<file path="config.mk">
export PLATFORM = sky130hd
export DESIGN_NAME = sar_conv_seq
export DESIGN_NICKNAME = d
export VERILOG_FILES = /design/src/rtl/sar_pkg.sv /design/src/rtl/sar_trial_fsm.sv /design/src/rtl/sar_play_assembler.sv /design/src/rtl/sar_conv_seq.sv
export SDC_FILE = /design/constraint.sdc
export NUM_CORES = 1
export LEC_CHECK = 0
export ABC_CLOCK_PERIOD_IN_PS = 4800
export BUFFER_PORTS_ARGS = -buffer_cell sky130_fd_sc_hd__buf_2
export CAP_MARGIN = 10
export CELL_PAD_IN_SITES_DETAIL_PLACEMENT = 0
export CELL_PAD_IN_SITES_GLOBAL_PLACEMENT = 1
export CORE_MARGIN = 3
export CORE_UTILIZATION = 50
export CTS_CLUSTER_SIZE = 30
export DETAILED_ROUTE_END_ITERATION = 10
export HOLD_SLACK_MARGIN = 0.15
export PLACE_DENSITY_LB_ADDON = 0.1
export SLEW_MARGIN = 20
export SYNTH_ARGS = -nofsm -noshare
export SYNTH_HDL_FRONTEND = slang
export SYNTH_HIERARCHICAL = 1
export SYNTH_SLANG_ARGS = --single-unit
</file>
<file path="constraint.sdc">
create_clock -name clk -period 4.8 [get_ports clk]
set_input_delay 0.72 -clock clk [delete_from_list [all_inputs] [get_ports clk]]
set_output_delay 0.72 -clock clk [all_outputs]
set_load 0.05 [all_outputs]
</file>
<file path="src/rtl/sar_pkg.sv">
// Shared types for the successive-approximation sequencer.
// Assumes: included first in compile order.
package sar_pkg;
    typedef enum logic [1:0] {
        ST_IDLE   = 2'd0,
        ST_SETTLE = 2'd1,
        ST_DECIDE = 2'd2
    } sar_state_e;
endpackage

</file>
<file path="src/rtl/sar_trial_fsm.sv">
// Trial-bit sequencer. Walks one bit per trial from MSB to LSB. It waits
// SETTLE_CYC cycles after each code change, then takes one comparator
// decision and streams that decision out.
// Assumes: SETTLE_CYC >= 1, WIDTH >= 2, and a comparator that is valid after settling.
module sar_trial_fsm
    import sar_pkg::*;
#(
    parameter int WIDTH      = 12,
    parameter int SETTLE_CYC = 1
) (
    input  logic             clk,
    input  logic             rst_n,
    input  logic             start_i,
    input  logic             cmp_hi_i,
    output logic [WIDTH-1:0] trial_o,
    output logic             busy_o,
    output logic             ser_bit_o,
    output logic             ser_valid_o,
    output logic             done_o
);
    localparam int IW  = $clog2(WIDTH);
    localparam int SCW = $clog2(SETTLE_CYC + 1);
    localparam logic [SCW-1:0]   LAST_CNT = SCW'(SETTLE_CYC - 1);
    localparam logic [WIDTH-1:0] MSB_MASK = {1'b1, {(WIDTH-1){1'b0}}};

    sar_state_e       state_q;
    logic [WIDTH-1:0] trial_q;
    logic [IW-1:0]    idx_q;
    logic [SCW-1:0]   cnt_q;
    logic [WIDTH-1:0] cur_mask;
    logic [WIDTH-1:0] kept;

    // Mask for the bit under trial, and the code with that bit decided.
    always_comb begin
        cur_mask = {{(WIDTH-1){1'b0}}, 1'b1} << idx_q;
        kept     = cmp_hi_i ? (trial_q & ~cur_mask) : trial_q;
    end

    // Sequencer: idle -> settle -> decide, repeated once per bit.
    always_ff @(posedge clk) begin
        if (!rst_n) begin
            state_q     <= ST_IDLE;
            trial_q     <= '0;
            idx_q       <= '0;
            cnt_q       <= '0;
            ser_bit_o   <= 1'b0;
            ser_valid_o <= 1'b0;
            done_o      <= 1'b0;
        end else begin
            ser_valid_o <= 1'b0;
            done_o      <= 1'b0;
            case (state_q)
                ST_IDLE: begin
                    if (start_i) begin
                        trial_q <= MSB_MASK;
                        idx_q   <= IW'(WIDTH - 1);
                        cnt_q   <= '0;
                        state_q <= ST_SETTLE;
                    end
                end
                ST_SETTLE: begin
                    if (cnt_q == LAST_CNT) begin
                        cnt_q   <= '0;
                        state_q <= ST_DECIDE;
                    end else begin
                        cnt_q <= cnt_q + 1'b1;
                    end
                end
                ST_DECIDE: begin
                    ser_bit_o   <= ~cmp_hi_i;
                    ser_valid_o <= 1'b1;
                    if (idx_q == '0) begin
                        trial_q <= kept;
                        done_o  <= 1'b1;
                        state_q <= ST_IDLE;
                    end else begin
                        trial_q <= kept | (cur_mask >> 1);
                        idx_q   <= idx_q - 1'b1;
                        state_q <= ST_SETTLE;
                    end
                end
                default: state_q <= ST_IDLE;
            endcase
        end
    end

    assign trial_o = trial_q;
    assign busy_o  = (state_q != ST_IDLE);

    // a start while idle loads the top bit alone.
    assert_start_msb_R1: assert property (@(posedge clk) disable iff (!rst_n)
        (state_q == ST_IDLE && start_i) |=> (trial_q == MSB_MASK));
    // the code seen by the comparator has not moved since the settle cycle.
    assert_settled_R2: assert property (@(posedge clk) disable iff (!rst_n)
        (state_q == ST_DECIDE) |-> $stable(trial_q));
    // a high comparator clears the tried bit.
    assert_clear_R3: assert property (@(posedge clk) disable iff (!rst_n)
        (state_q == ST_DECIDE && cmp_hi_i) |=> ((trial_q & $past(cur_mask)) == '0));
    // a low comparator keeps the tried bit.
    assert_keep_R3: assert property (@(posedge clk) disable iff (!rst_n)
        (state_q == ST_DECIDE && !cmp_hi_i) |=> ((trial_q & $past(cur_mask)) != '0));
    // every serial strobe follows a decide cycle.
    assert_ser_from_decide_R4: assert property (@(posedge clk) disable iff (!rst_n)
        ser_valid_o |-> $past(state_q == ST_DECIDE));
    // done comes with the last bit and the sequencer is idle again.
    assert_done_last_R5: assert property (@(posedge clk) disable iff (!rst_n)
        done_o |-> (ser_valid_o && !busy_o));
endmodule

</file>
<file path="src/rtl/sar_play_assembler.sv">
// Playback word assembler. Takes serial bits MSB first. The leading HOLD_BITS
// bits go into a holding buffer and the rest into a tail shifter. The whole
// word is loaded into the output code register in one cycle.
// Assumes: 2 <= HOLD_BITS <= WIDTH-2, and that bits are ignored while busy_i.
module sar_play_assembler #(
    parameter int WIDTH     = 12,
    parameter int HOLD_BITS = 3
) (
    input  logic             clk,
    input  logic             rst_n,
    input  logic             busy_i,
    input  logic             bit_i,
    input  logic             valid_i,
    output logic [WIDTH-1:0] code_o
);
    localparam int CW = $clog2(WIDTH);
    localparam int TW = WIDTH - HOLD_BITS;
    localparam logic [CW-1:0] LAST_POS = CW'(WIDTH - 1);
    localparam logic [CW-1:0] HOLD_END = CW'(HOLD_BITS);

    logic [HOLD_BITS-1:0] hold_q;
    logic [TW-1:0]        tail_q;
    logic [CW-1:0]        cnt_q;
    logic [WIDTH-1:0]     code_q;
    logic                 take;
    logic [TW-1:0]        tail_next;

    // A bit is accepted only when no conversion owns the ladder.
    always_comb begin
        take      = valid_i && !busy_i;
        tail_next = {tail_q[TW-2:0], bit_i};
    end

    // Fill the buffer, then the tail, then load the complete word at once.
    always_ff @(posedge clk) begin
        if (!rst_n) begin
            hold_q <= '0;
            tail_q <= '0;
            cnt_q  <= '0;
            code_q <= '0;
        end else if (take) begin
            if (cnt_q < HOLD_END) begin
                hold_q <= {hold_q[HOLD_BITS-2:0], bit_i};
            end else begin
                tail_q <= tail_next;
            end
            if (cnt_q == LAST_POS) begin
                code_q <= {hold_q, tail_next};
                cnt_q  <= '0;
            end else begin
                cnt_q <= cnt_q + 1'b1;
            end
        end
    end

    assign code_o = code_q;

    // the output code changes only on the last bit of a word.
    assert_code_hold_R7: assert property (@(posedge clk) disable iff (!rst_n)
        !(take && cnt_q == LAST_POS) |=> $stable(code_q));
    // strobes during a conversion do not advance the bit count.
    assert_busy_ignore_R8: assert property (@(posedge clk) disable iff (!rst_n)
        busy_i |=> $stable(cnt_q));
endmodule

</file>
<file path="src/rtl/sar_conv_seq.sv">
// Top level of the successive-approximation sequencer. Instantiates the
// trial sequencer and the playback assembler. The ladder shows the trial
// code during a conversion and the playback code otherwise.
// Assumes: the comparator settles within SETTLE_CYC cycles of a code change.
module sar_conv_seq #(
    parameter int WIDTH      = 12,
    parameter int HOLD_BITS  = 3,
    parameter int SETTLE_CYC = 1
) (
    input  logic             clk,
    input  logic             rst_n,
    input  logic             conv_start_i,
    input  logic             cmp_hi_i,
    output logic [WIDTH-1:0] dac_code_o,
    output logic             busy_o,
    output logic             done_o,
    output logic             ser_bit_o,
    output logic             ser_valid_o,
    input  logic             pb_bit_i,
    input  logic             pb_valid_i
);
    logic [WIDTH-1:0] trial_code;
    logic [WIDTH-1:0] play_code;
    logic             busy;

    sar_trial_fsm #(
        .WIDTH      (WIDTH),
        .SETTLE_CYC (SETTLE_CYC)
    ) trial_i (
        .clk         (clk),
        .rst_n       (rst_n),
        .start_i     (conv_start_i),
        .cmp_hi_i    (cmp_hi_i),
        .trial_o     (trial_code),
        .busy_o      (busy),
        .ser_bit_o   (ser_bit_o),
        .ser_valid_o (ser_valid_o),
        .done_o      (done_o)
    );

    sar_play_assembler #(
        .WIDTH     (WIDTH),
        .HOLD_BITS (HOLD_BITS)
    ) play_i (
        .clk     (clk),
        .rst_n   (rst_n),
        .busy_i  (busy),
        .bit_i   (pb_bit_i),
        .valid_i (pb_valid_i),
        .code_o  (play_code)
    );

    // Ladder ownership: the conversion while busy, playback otherwise.
    always_comb begin
        dac_code_o = busy ? trial_code : play_code;
    end

    assign busy_o = busy;
endmodule

</file>
======== Word-level counts from Yosys, hierarchy flattened ========
Cells that the tools add are included.
cells by class
  add/sub/neg operators ................... 3
  $lt $le $gt $ge ......................... 1
  equality and inequality tests ........... 6
  shifts and indexed selects .............. 1
  muxes and demuxes ....................... 18
  bitwise operators ....................... 5
  reduce and logical (&&, ||, !) cells .... 15
operators with widths
  operator                                                              count
  12-bit 2-to-1 mux                                                     4
  12-bit case mux with 2 select lines                                   1
  2-bit AND reduction                                                   7
  12-bit bitwise AND                                                    1
  4-bit 2-to-1 mux                                                      3
  12-bit NOT                                                            1
  12-bit by 11-bit bitwise OR with 12-bit output                        1
  1-bit by 4-bit left shift with 12-bit output, first input constant    1
  4-bit case mux with 2 select lines                                    1
  2-bit inequality test, second input constant                          3
  2-bit case mux with 3 select lines                                    1
  2-bit nonzero test                                                    3
  1-bit 2-to-1 mux                                                      5
  4-bit by 1-bit adder with 4-bit output, second input constant         1
  4-bit == test, second input constant                                  1
  4-bit logical NOT                                                     1
  4-bit by 2-bit < comparator with 1-bit output, second input constant  1
  2-bit 2-to-1 mux                                                      2
  4-bit by 1-bit subtractor with 4-bit output, second input constant    1
  3-bit AND reduction                                                   1
  2-bit by 1-bit == test with 1-bit output, second input constant       1
  2-bit == test, second input constant                                  1
  2-bit logical NOT                                                     1
  1-bit NOT                                                             2
  4 further kinds                                                       4
word-level totals
  flip-flop bits (word level) ............. 49
  bits of input ports ..................... 6
  output and inout port bits .............. 16
  logic and storage cells ................. 60

======== Depth between registers and ports, before layout ========
  word-level depth ........................ 7
  depth in mapped cells ................... 5
  mapped depth without buffers ............ 5

======== Cells and area by module ========
Netlist, hierarchy kept.
by module, submodules not included
  module              instances  cells an instance  area each (um^2)  sequential area each (um^2)
  sar_trial_fsm       1          107                1068.5            420.4
  sar_play_assembler  1          98                 1049.8            540.5
  sar_conv_seq        1          13                 183.9             0.0

======== Worst setup path after synthesis ========
No wires, ideal clock.
  path type ............................... register -> output
  start point ............................. register trial_i.state_q[1]
  end point ............................... output dac_code_o[0]
  arrival ................................. 1.390 ns
  data required time ...................... 4.080 ns
  slack ................................... 2.690 ns
  cell stages (with the launch flop) ...... 4
  buffers on the path ..................... 1
  cells stage by stage .................... dfxtp_1 > or2_2 > buf_6 > mux2_4
between the ends
  cells in the longest elaborated chain, start to end .. 2
RTL lines
  what                    line                 text
  start, declared         sar_trial_fsm.sv:26  sar_state_e state_q;
  start signal, assigned  sar_trial_fsm.sv:42  state_q <= ST_IDLE;
  start signal, assigned  sar_trial_fsm.sv:58  state_q <= ST_SETTLE;
  start signal, assigned  sar_trial_fsm.sv:64  state_q <= ST_DECIDE;
  2-bit nonzero test      sar_trial_fsm.sv:88  assign busy_o = (state_q != ST_IDLE);
  via busy_o              sar_conv_seq.sv:15   output logic busy_o,
  12-bit 2-to-1 mux       sar_conv_seq.sv:55   dac_code_o = busy ? trial_code : play_code;
  end, declared           sar_conv_seq.sv:14   output logic [WIDTH-1:0] dac_code_o,
The timed path passes the listed nets, and every way through them passes these cells.

======== Final worst setup path ========
  start point ............................. register trial_i.state_q[0]
  end point ............................... output dac_code_o[9]
between the ends
  cells in the longest elaborated chain, start to end .. 2
RTL lines
  what                line
  2-bit nonzero test  sar_trial_fsm.sv:88
  12-bit 2-to-1 mux   sar_conv_seq.sv:55
No other way between the ends.

==> out/results.tsv <==
metric	value	unit
cp-end-kind	output port	
ys_seq_elements	48	
routedWlPerCell	16.7	µm
slowest_delay	0.47	ns
htreeDepth	2	
p_seq_frac	0.484	
p_total	0.000874	W
grt_pass1_vias	1660	
crit_buf_inv	1	
power.leakage	1.00	nW
die_x	73.9	µm
setup_violations	0	
crit_chain	or2_2, mux2_2, buf_2	
rows	24	
rsz0062_at_grt	no	
crit_type	reg2out	
synth_area	0.00230	mm²
syn_inst	218	
fillers	389	
multi_input_area	0.00123	mm²
grt_max_degree	48	
dp_hpwl	3210	µm
firstDrtPassIters	4	
holdCritPathClass	reg2reg	
drt-initial-drc-count	102	
synth_common_cells	48 x dfxtp_1, 29 x nand2_1, 25 x mux2i_1	
final.setup.tns	0	ns
async_flop_share	0	
sw_frac_of_total	0.245	
synth-edff-count	0	
drt-vias-per-instance	6.04	
area_delta_synth_final	10.2	%
io_buffers	21	
post_cts_buffers	0	
cts_resized	0	
power.internal	0.000659	W
drtAntennaViolNets	0	
cts_buffer_depth	2	
finalCritPeriodShare	0.530	
fin_skew	0.0100	ns
regArea	961	µm²
initial_utilization	0.522	
drt_wl_total	4780	µm
insertion_delay	0.30	ns
ios	22	
cts_tree	done	
clk_pin_slew_worst_paths	0.09	ns
clock_power_share	0.397	
outcome	finished clean	
avgSynthCellArea	10.6	µm²
hold_start	play_i/code_o[10]	
synth_top_area_cell	dfxtp_1	
switchingPower	0.000214	W
synth_seq_area_share	0.417	
startpoint	trial_i/state_q[0]	
die_height	73.9	µm
required	4.08	ns
synthMostInstantiatedCell	dfxtp_1	
critical_path.top_delay_family	flip-flops	
grt_use_total	0.181	
synthTopCellsByArea	dfxtp_1 42%, mux2i_1 11%, mux2_4 6.5%	
maxCapViolations	0	
crit_fanout	16	
vias	1728	
tightest_slew	0.898	ns
drive_gt1_frac	0.209	
slew_headroom	0.401	
cts_inserted_buffers	5	
ys_warn_count	6	
combPwrFrac	0.119	
fp.dieArea	0.00545	mm²
p_per_area	344	mW/mm²
slew_violations	0	
yosysTopAreaCellShare	0.417	
gp_congestion	0.788	
hold_buffers	0	
nets	245	
hold_violations	0	
start_kind	flip-flop	
cpMaxStageDelayCell	dfxtp_1	
fmax	393	MHz
ir_drop	0.278	mV
synth_cell_type_count	48	
root_buffer	clkbuf_8	
synth_ff_type	dfxtp_1	
diodes	0	
crit_arrival	1.82	ns
cts_sinks	48	
syn-num-nets	230	
post-route-drc-count	0	
antenna_found_initial	0	
r2r_start	trial_i/state_q[1]	
min_period	2.54	ns
grt_pass1_wl	7670	µm
grt_overflow_total	0	
core	0.00441	mm²
-- metal layers --
metal / track usage / routed length (µm)
met1: 0.237 / 2210
met2: 0.289 / 2290
met3: 0.0369 / 198
met4: 0.0704 / 81
met5: 0 / 0
-- kinds of logic (layout without fill, tap and decap cells) --
group | count (synthesis) | count (layout) | synth area share
AND/OR/NAND/NOR | 68 | 68 | 0.185
flip-flops | 48 | 48 | 0.417
multiplexers | 37 | 37 | 0.184
AO/OA/AOI/OAI | 36 | 36 | 0.131
buffers and inverters | 22 | 38 | 0.0462
adder cells (fa/ha/maj) | 6 | 6 | 0.0326
XOR/XNOR | 1 | 1 | 0.00381
-- worst reg2reg max path, delay by kind of cell (launching register included) --
kind / cells / cell delay [ns]
muxes: 1 / 0.28
and+or+nand+nor: 3 / 1.52
DFF: 1 / 0.37
-- registers in the layout, indices dropped and copies added (netlist names), 2 cells and up --
register	count
trial_i/trial_o	12
play_i/hold_q	3
play_i/code_o	12
play_i/cnt_q	4
trial_i/idx_q	4
trial_i/state_q	2
play_i/tail_q	8
-- cell usage in the layout (no fill, tap or decap), drive strengths merged, types with 5 or more instances in the layout --
cell type / instances
inv: 10
nand2: 29
buf: 21
a22o: 8
mux2: 12
a211oi: 6
clkbuf: 5
nand4b: 8
mux2i: 25
ha: 6
a32o: 8
dfxtp: 48
-- power groups by stage --
| stage | Sequential [W] | Clock (W) | Combinational (W) |
|---|---|---|---|
| after floorplan | 0.000428 | 0 | 0.0000833 |
| after global placement | 0.000431 | 0 | 0.0000980 |
| after detailed placement | 0.000432 | 0 | 0.000102 |
| after CTS | 0.000423 | 0.000355 | 0.000103 |
| after global routing | 0.000425 | 0.000372 | 0.000112 |
| final | 0.000423 | 0.000347 | 0.000104 |
-- path summary, 6_finish.rpt --
kind | end | slack, ns | cells past startpoint
worst max-delay path | dac_code_o[9] | 2.26 | 3
worst min register to register | play_i/code_o[10] | 0.46 | 2
worst min-delay path | play_i/code_o[10] | 0.46 | 2
worst max register to register | play_i/code_o[4] | 2.57 | 4
-- layout make-up --
cell class	count	share of cell area
timing repair buffer	21	0.0414
tap	52	0.0256
sequential	48	0.379
clock buffer	5	0.0271
clock inverter	3	0.0271
inverter	9	0.0133
multi-input combinational	148	0.487
-- per-stage QoR --
step / util / hold WS [ns] / setup WS, ns / area [µm²] / std cells
2_1_floorplan: - / 0.428 / 2.69 / 2300 / 218
3_3_place_gp: 0.544 / 0.443 / 2.46 / 2400 / 278
3_5_place_dp: 0.544 / 0.449 / 2.32 / 2400 / 278
4_1_cts: 0.575 / 0.466 / 2.24 / 2540 / 286
5_1_grt: 0.575 / 0.480 / 2.15 / 2540 / 286
6_report: 0.575 / 0.464 / 2.26 / 2540 / 286
(Power assumes the default switching activity.)
